`src/rtl/adc_frame_capture.sv`:
```
module adc_frame_capture #(
  parameter int HALF_DIV = 2,
  parameter int HDR_W    = 4,
  parameter int RES_W    = 12,
  parameter int DEPTH    = 8
) (
  input  logic                     clk,
  input  logic                     rst_n,
  output logic                     sclk_o,
  output logic                     cs_n_o,
  input  logic                     sdata_i,
  input  logic [$clog2(DEPTH)-1:0] rd_addr_i,
  output logic [RES_W-1:0]         rd_data_o,
  output logic                     wr_valid_o,
  output logic [$clog2(DEPTH)-1:0] wr_addr_o,
  output logic [RES_W-1:0]         wr_data_o,
  output logic                     hdr_err_o
);
  localparam int FRAME_W = HDR_W + RES_W;
  localparam int AW      = $clog2(DEPTH);
  localparam int DW      = $clog2(HALF_DIV + 1);
  localparam int BW      = $clog2(FRAME_W + 1);

  typedef enum logic [1:0] {S_GAP, S_RUN, S_TAIL} state_t;

  state_t           state;
  logic [DW-1:0]    dcnt;
  logic             gap_half;
  logic [BW-1:0]    bcnt;
  logic [RES_W-1:0] shreg;
  logic [AW-1:0]    wp;
  logic [RES_W-1:0] mem [DEPTH];

  wire tick = (dcnt == DW'(HALF_DIV - 1));
  wire fall = (state == S_RUN) && tick && sclk_o;
  wire in_hdr = (bcnt < BW'(HDR_W));
  wire last = (bcnt == BW'(FRAME_W - 1));
  wire [RES_W-1:0] next_sh = {shreg[RES_W-2:0], sdata_i};

  assign rd_data_o = mem[rd_addr_i];

  always_ff @(posedge clk or negedge rst_n)
    if (!rst_n) dcnt <= '0;
    else dcnt <= tick ? '0 : dcnt + 1'b1;

  always_ff @(posedge clk or negedge rst_n) begin
    if (!rst_n) begin
      state    <= S_GAP;
      sclk_o   <= 1'b1;
      cs_n_o   <= 1'b1;
      gap_half <= 1'b0;
      bcnt     <= '0;
    end else if (tick) begin
      case (state)
        S_GAP: begin
          gap_half <= ~gap_half;
          if (gap_half) begin
            state  <= S_RUN;
            cs_n_o <= 1'b0;
            bcnt   <= '0;
          end
        end
        S_RUN: begin
          sclk_o <= ~sclk_o;
          if (sclk_o) begin
            bcnt <= bcnt + 1'b1;
            if (last) state <= S_TAIL;
          end
        end
        default: begin
          sclk_o   <= 1'b1;
          cs_n_o   <= 1'b1;
          gap_half <= 1'b0;
          state    <= S_GAP;
        end
      endcase
    end
  end

  always_ff @(posedge clk or negedge rst_n) begin
    if (!rst_n) begin
      shreg      <= '0;
      hdr_err_o  <= 1'b0;
      wp         <= '0;
      wr_valid_o <= 1'b0;
      wr_addr_o  <= '0;
      wr_data_o  <= '0;
    end else begin
      wr_valid_o <= 1'b0;
      if (fall) begin
        if (in_hdr) begin
          if (sdata_i) hdr_err_o <= 1'b1;
        end else begin
          shreg <= next_sh;
        end
        if (last) begin
          wr_valid_o <= 1'b1;
          wr_addr_o  <= wp;
          wr_data_o  <= next_sh;
          wp         <= wp + 1'b1;
        end
      end
    end
  end

  always_ff @(posedge clk)
    if (fall && last) mem[wp] <= next_sh;

  p_sclk_idle_r3: assert property (@(posedge clk) disable iff (!rst_n)
    cs_n_o |-> sclk_o);
  p_fall_in_frame_r2: assert property (@(posedge clk) disable iff (!rst_n)
    $fell(sclk_o) |-> !cs_n_o);
  p_valid_pulse_r6: assert property (@(posedge clk) disable iff (!rst_n)
    wr_valid_o |=> !wr_valid_o);
  p_ptr_step_r7: assert property (@(posedge clk) disable iff (!rst_n)
    wr_valid_o |-> (wp == AW'(wr_addr_o + 1'b1)));
  p_err_sticky_r9: assert property (@(posedge clk) disable iff (!rst_n)
    hdr_err_o |=> hdr_err_o);
  p_write_port_r8: assert property (@(posedge clk) disable iff (!rst_n)
    (wr_valid_o && rd_addr_i == wr_addr_o) |-> (rd_data_o == wr_data_o));
endmodule

```
`config.mk`:
```
export PLATFORM = sky130hd
export DESIGN_NAME = adc_frame_capture
export DESIGN_NICKNAME = d
export VERILOG_FILES = /design/src/rtl/adc_frame_capture.sv
export SDC_FILE = /design/constraint.sdc
export NUM_CORES = 1
export LEC_CHECK = 0
export ABC_AREA = 1
export BUFFER_PORTS_ARGS = -buffer_cell sky130_fd_sc_hd__buf_2
export CAP_MARGIN = 20
export CORE_MARGIN = 2
export CORE_UTILIZATION = 55
export CTS_CLUSTER_DIAMETER = 150
export DETAILED_ROUTE_END_ITERATION = 10
export PLACE_DENSITY = 0.73
export SLEW_MARGIN = 20
export SYNTH_ARGS = -nofsm -noshare
export SYNTH_HDL_FRONTEND = slang
export SYNTH_SLANG_ARGS = --single-unit
```
`constraint.sdc`:
```
create_clock -name clk -period 5.3 [get_ports clk]
set_clock_uncertainty 0.05 [all_clocks]
set_input_delay 1.325 -clock clk [delete_from_list [all_inputs] [get_ports clk]]
set_output_delay 1.325 -clock clk [all_outputs]
set_load 0.03 [all_outputs]
```
Word-level counts from Yosys, hierarchy flattened

Memories as Yosys holds them, arrays and structs flattened.
Index checks and enable logic that the tools add are counted.

Register bits: 43
Bits in writable memories: 96
Output and inout port bits: 31
Word-level logic and storage cells: 57
Memories: 1

Add/subtract/negate cells: 3
Magnitude comparators: 1
Eq/ne operators: 6
Muxes and demuxes: 16
Bitwise operators: 5
Reductions and logical operators: 13

Memory list:

| name | words | width | read ports | clocked after Yosys merged registers in | write ports | line | RTL |
|---|---|---|---|---|---|---|---|
| mem  | 8     | 12    | 1          | 0                                       | 1           | 32   | `logic [RES_W-1:0] mem [DEPTH];` |

Operator list:

| kind                                                                          | number |
|---|---|
| 5-bit 2-to-1 mux                                                              | 2 |
| 5-bit case mux with 2 select lines                                            | 1 |
| 2-bit 2-to-1 mux                                                              | 4 |
| 2-bit AND reduction                                                           | 4 |
| 4-bit AND reduction                                                           | 2 |
| 2-bit != test (second input constant)                                         | 3 |
| 1-bit case mux with 2 select lines                                            | 3 |
| 3-bit AND reduction                                                           | 2 |
| 5-bit by 1-bit adder with 5-bit output (second input constant)                | 1 |
| 5-bit by 4-bit == test with 1-bit output (second input constant)              | 1 |
| 5-bit by 3-bit less-than comparator with 1-bit output (second input constant) | 1 |
| 1-bit 2-to-1 mux                                                              | 5 |
| 1-bit inverter                                                                | 5 |
| 2-bit by 1-bit == test with 1-bit output (second input constant)              | 2 |
| 2-bit case mux with 2 select lines                                            | 1 |
| 3-bit by 1-bit adder with 3-bit output (second input constant)                | 1 |
| 1-bit logical AND                                                             | 3 |
| 2-bit by 1-bit adder with 2-bit output (second input constant)                | 1 |
| 2-bit zero test                                                               | 1 |
| 2-bit nonzero test                                                            | 1 |

Logic depth before layout (Yosys ltp)

Depth in word-level cells: 6
Depth in mapped cells: 8
Gate-level depth less buffers: 7

Worst setup path before layout

No wires, ideal clock.

Path type: input to output
Start: input port rd_addr_i[1]
End: output port rd_data_o[0]
Arrival: 2.171 ns
Data required time: 3.925 ns
Path slack: 1.754 ns
Stages: 7
Cells stage by stage: buf_2 -> inv_1 -> buf_2 -> nand3_1 -> nand2_1 -> nand2_1 -> nand2_1

Word-level cells in the longest chain between the ends: 1

RTL lines:

| element           | line | RTL |
|---|---|---|
| start, declared   | 12   | `input logic [$clog2(DEPTH)-1:0] rd_addr_i,` |
| memory 8 x 12 bit | --   |  |
| end, declared     | 13   | `output logic [RES_W-1:0] rd_data_o,` |

No other way between the ends.

Worst setup path after layout

Ends and elaborated chain as after synthesis.

==> impl_results.md <==
* Outcome: completed
* Post-synth EDFFs at 96
* RSZ-0062 raised after global routing: no
* Final setup fails at 0
* Share of layout cells above drive strength 1 at 0.118
* Largest net degree at the start of global routing at 49
* Fin util at 0.644
* Max Cap Violations at 0
* Die X at 109 microns
* Yosys warning count at 0
* Top-area cell type share of the netlist area at 0.473
* Antenna violations before repair at 0
* Setup WS pre-CTS at 1.07 ns
* Drt via density at 5.07
* Maximum clock insertion buffer count at 2
* Grt ovf at 0
* Setup TNS at 0 ns
* Drt pass-1 iters at 5
* H-tree depth at 4
* Slew Viols, Final at 0
* Starting Density at 0.562
* Min cycle time layout at 4.31 ns
* Top FF cell, synth: edfxtp_1
* DRC viols at 0
* Starting DRT DRC Count at 353
* Worst rel slew slack at 0.397
* DIE HEIGHT at 109 microns
* Critical Path RT at 3.92 ns
* Asr flop ratio synth at 0.309
* Leakage at 3.49 nW
* Detailed-route via count at 4,222
* Clk_lat worst skew at 0.51 ns
* Hold Buf Count CTS at 0
* Post-synth cell types at 23
* Number of nets with antenna violations after routing at 0
* Post-Syn Nets at 653
* Count leader, synth: nand2_1
* Post-CTS sizing at 0
* Synth area leaders: edfxtp_1 47%, dfrtp_1 17%, nand2_1 15%
* Synth Register Bits at 139
* Setup Fix Bufs, Post-CTS at 0
* Mapped cell area at 6090 sq um
* CTS Buf Count at 17
* Worst-Margin Slew at 0.905 ns
* CTS tree: yes
* Worst Setup End Kind: primary output
* Setup ws final at 0.993 ns
* R2R depth at 6
* Syn Area/Cell at 9.46 sq um
* Number of fill cells at 836
* Ports at 37
* CP max FO at 25
* Post-Place Cells at 800
* CORE AREA at 10,800 sq um
* Hold path cells at 1
* WS Path Type: input port to primary output
* Detailed Route WL at 12,300 microns
* Synth area leader: edfxtp_1
* N_diodes at 0
* Fin cells at 832
* Hold Path Class: flop to flop
* Row cnt at 38
* WL/cell at 14.8 microns
* Max Clock Freq at 232 MHz
* Buffers on Ports at 36
* Clk slew on worst S/H paths at 0.06 ns
* GRT Total Usage at 0.227
* Area growth from synthesis to layout at 14.6%
* DP Area at 6340 sq um
* Power consumption at 2.49 mW
* Final cycle utilization of the critical path at 0.813
* Post-synthesis sequential area ratio at 0.650
* Global-route wire length before repair at 20,100 microns
* Die Footprint at 11,900 sq um
* Hold WS at 0.398 ns
* Root Driver: clkbuf_8
* Worst setup SP type: input port
* Via count of the first global-routing pass at 4,122
* Routability-driven placement congestion ratio at 0.787
* VDD IR max at 0.217 mV
* Post-Syn Instances at 644
* Top cells by count, synth: 246 x nand2_1, 112 x inv_1, 96 x edfxtp_1, 83 x nand3_1, 41 x dfrtp_1
* NumNets Final at 688
* Sink Count at 139
* Detailed placement HPWL at 7630 microns
* Design area at 6980 sq um
* Pwr dens at 356 nW/um^2
* WP data arrival at 2.93 ns
* Hold Vio Cnt, Final at 0
routing by layer:
layer | track usage | up-vias | wire [microns]
met1 | 0.295 | 2008 | 5360
met3 | 0.0472 | 12 | 700
met5 | 0 | - | 0
met4 | 0.0814 | 0 | 138
met2 | 0.379 | 121 | 6120
li1 | - | 2081 | -
layout make-up:
cell class                      count  area (sq um)  share of cell area
Sequential cell                   139          3960               0.568
Multi-Input combinational cell    364          1550               0.222
Clock buffer                       25           539              0.0773
Inverter                          114           428              0.0613
Timing Repair Buffer               43           233              0.0333
Tap cell                          140           175              0.0251
Clock inverter                      7          96.3              0.0138
logic make-up (layout without fill, tap and decap cells):
logic type,Yosys count,after routing,synth area share
adders and majority gates,3,3,0.00616
buffers and inverters,141,189,0.0965
AOI/OAI and AO/OA,8,8,0.00657
DFF,139,139,0.650
and+or+nand+nor,352,352,0.239
xor gates and xnor gates,1,1,0.00144
report_power, final:
group / switching, mW / total, mW / internal [mW]
clock: 0.430 / 1.23 / 0.797
sequential: 0.00899 / 1.17 / 1.16
combinational: 0.0671 / 0.0899 / 0.0228
state kept, by name, indices dropped and copies added (netlist names), 2 cells and up:
register,cells
state,2
mem,96
shreg,11
wr_data_o,12
dcnt,2
bcnt,5
wp,3
wr_addr_o,3
placed cells by master, fill, tap and decap left out, types with 2 or more instances in the layout:
master / synthesis / layout
nand3b_1: 2 / 2
o21ai_0: 3 / 3
clkinv_4: 0 / 2
clkbuf_8: 0 / 2
dfstp_2: 2 / 2
ha_1: 3 / 3
a21oi_1: 5 / 5
inv_2: 2 / 2
buf_4: 7 / 7
clkbuf_1: 8 / 3
bufinv_16: 0 / 2
dfrtp_1: 41 / 41
nor2_2: 0 / 2
nor2_1: 15 / 13
buf_2: 8 / 36
edfxtp_1: 96 / 96
nand3_1: 83 / 83
nand2_1: 246 / 246
nand2_2: 2 / 2
clkbuf_16: 0 / 20
inv_1: 112 / 112
final timing paths:
kind                                   start      endpoint  slack [ns]
worst max-delay path            rd_addr_i[1]  rd_data_o[0]        0.99
worst min-delay path                 dcnt[0]       dcnt[0]        0.40
worst max register to register       bcnt[0]     mem[5][4]        2.40
worst min register to register       dcnt[0]       dcnt[0]        0.40
max in group asynchronous              rst_n       bcnt[1]        3.74
min in group asynchronous              rst_n  wr_addr_o[0]        0.89
critical path: stages:
cell and delay, ns:
buf_2 0.41, inv_1 0.51, nand3_1 0.23, nand2_1 0.08
nand2_1 0.08, nand2_1 0.09, buf_2 0.19
(Power assumes the default switching activity.)
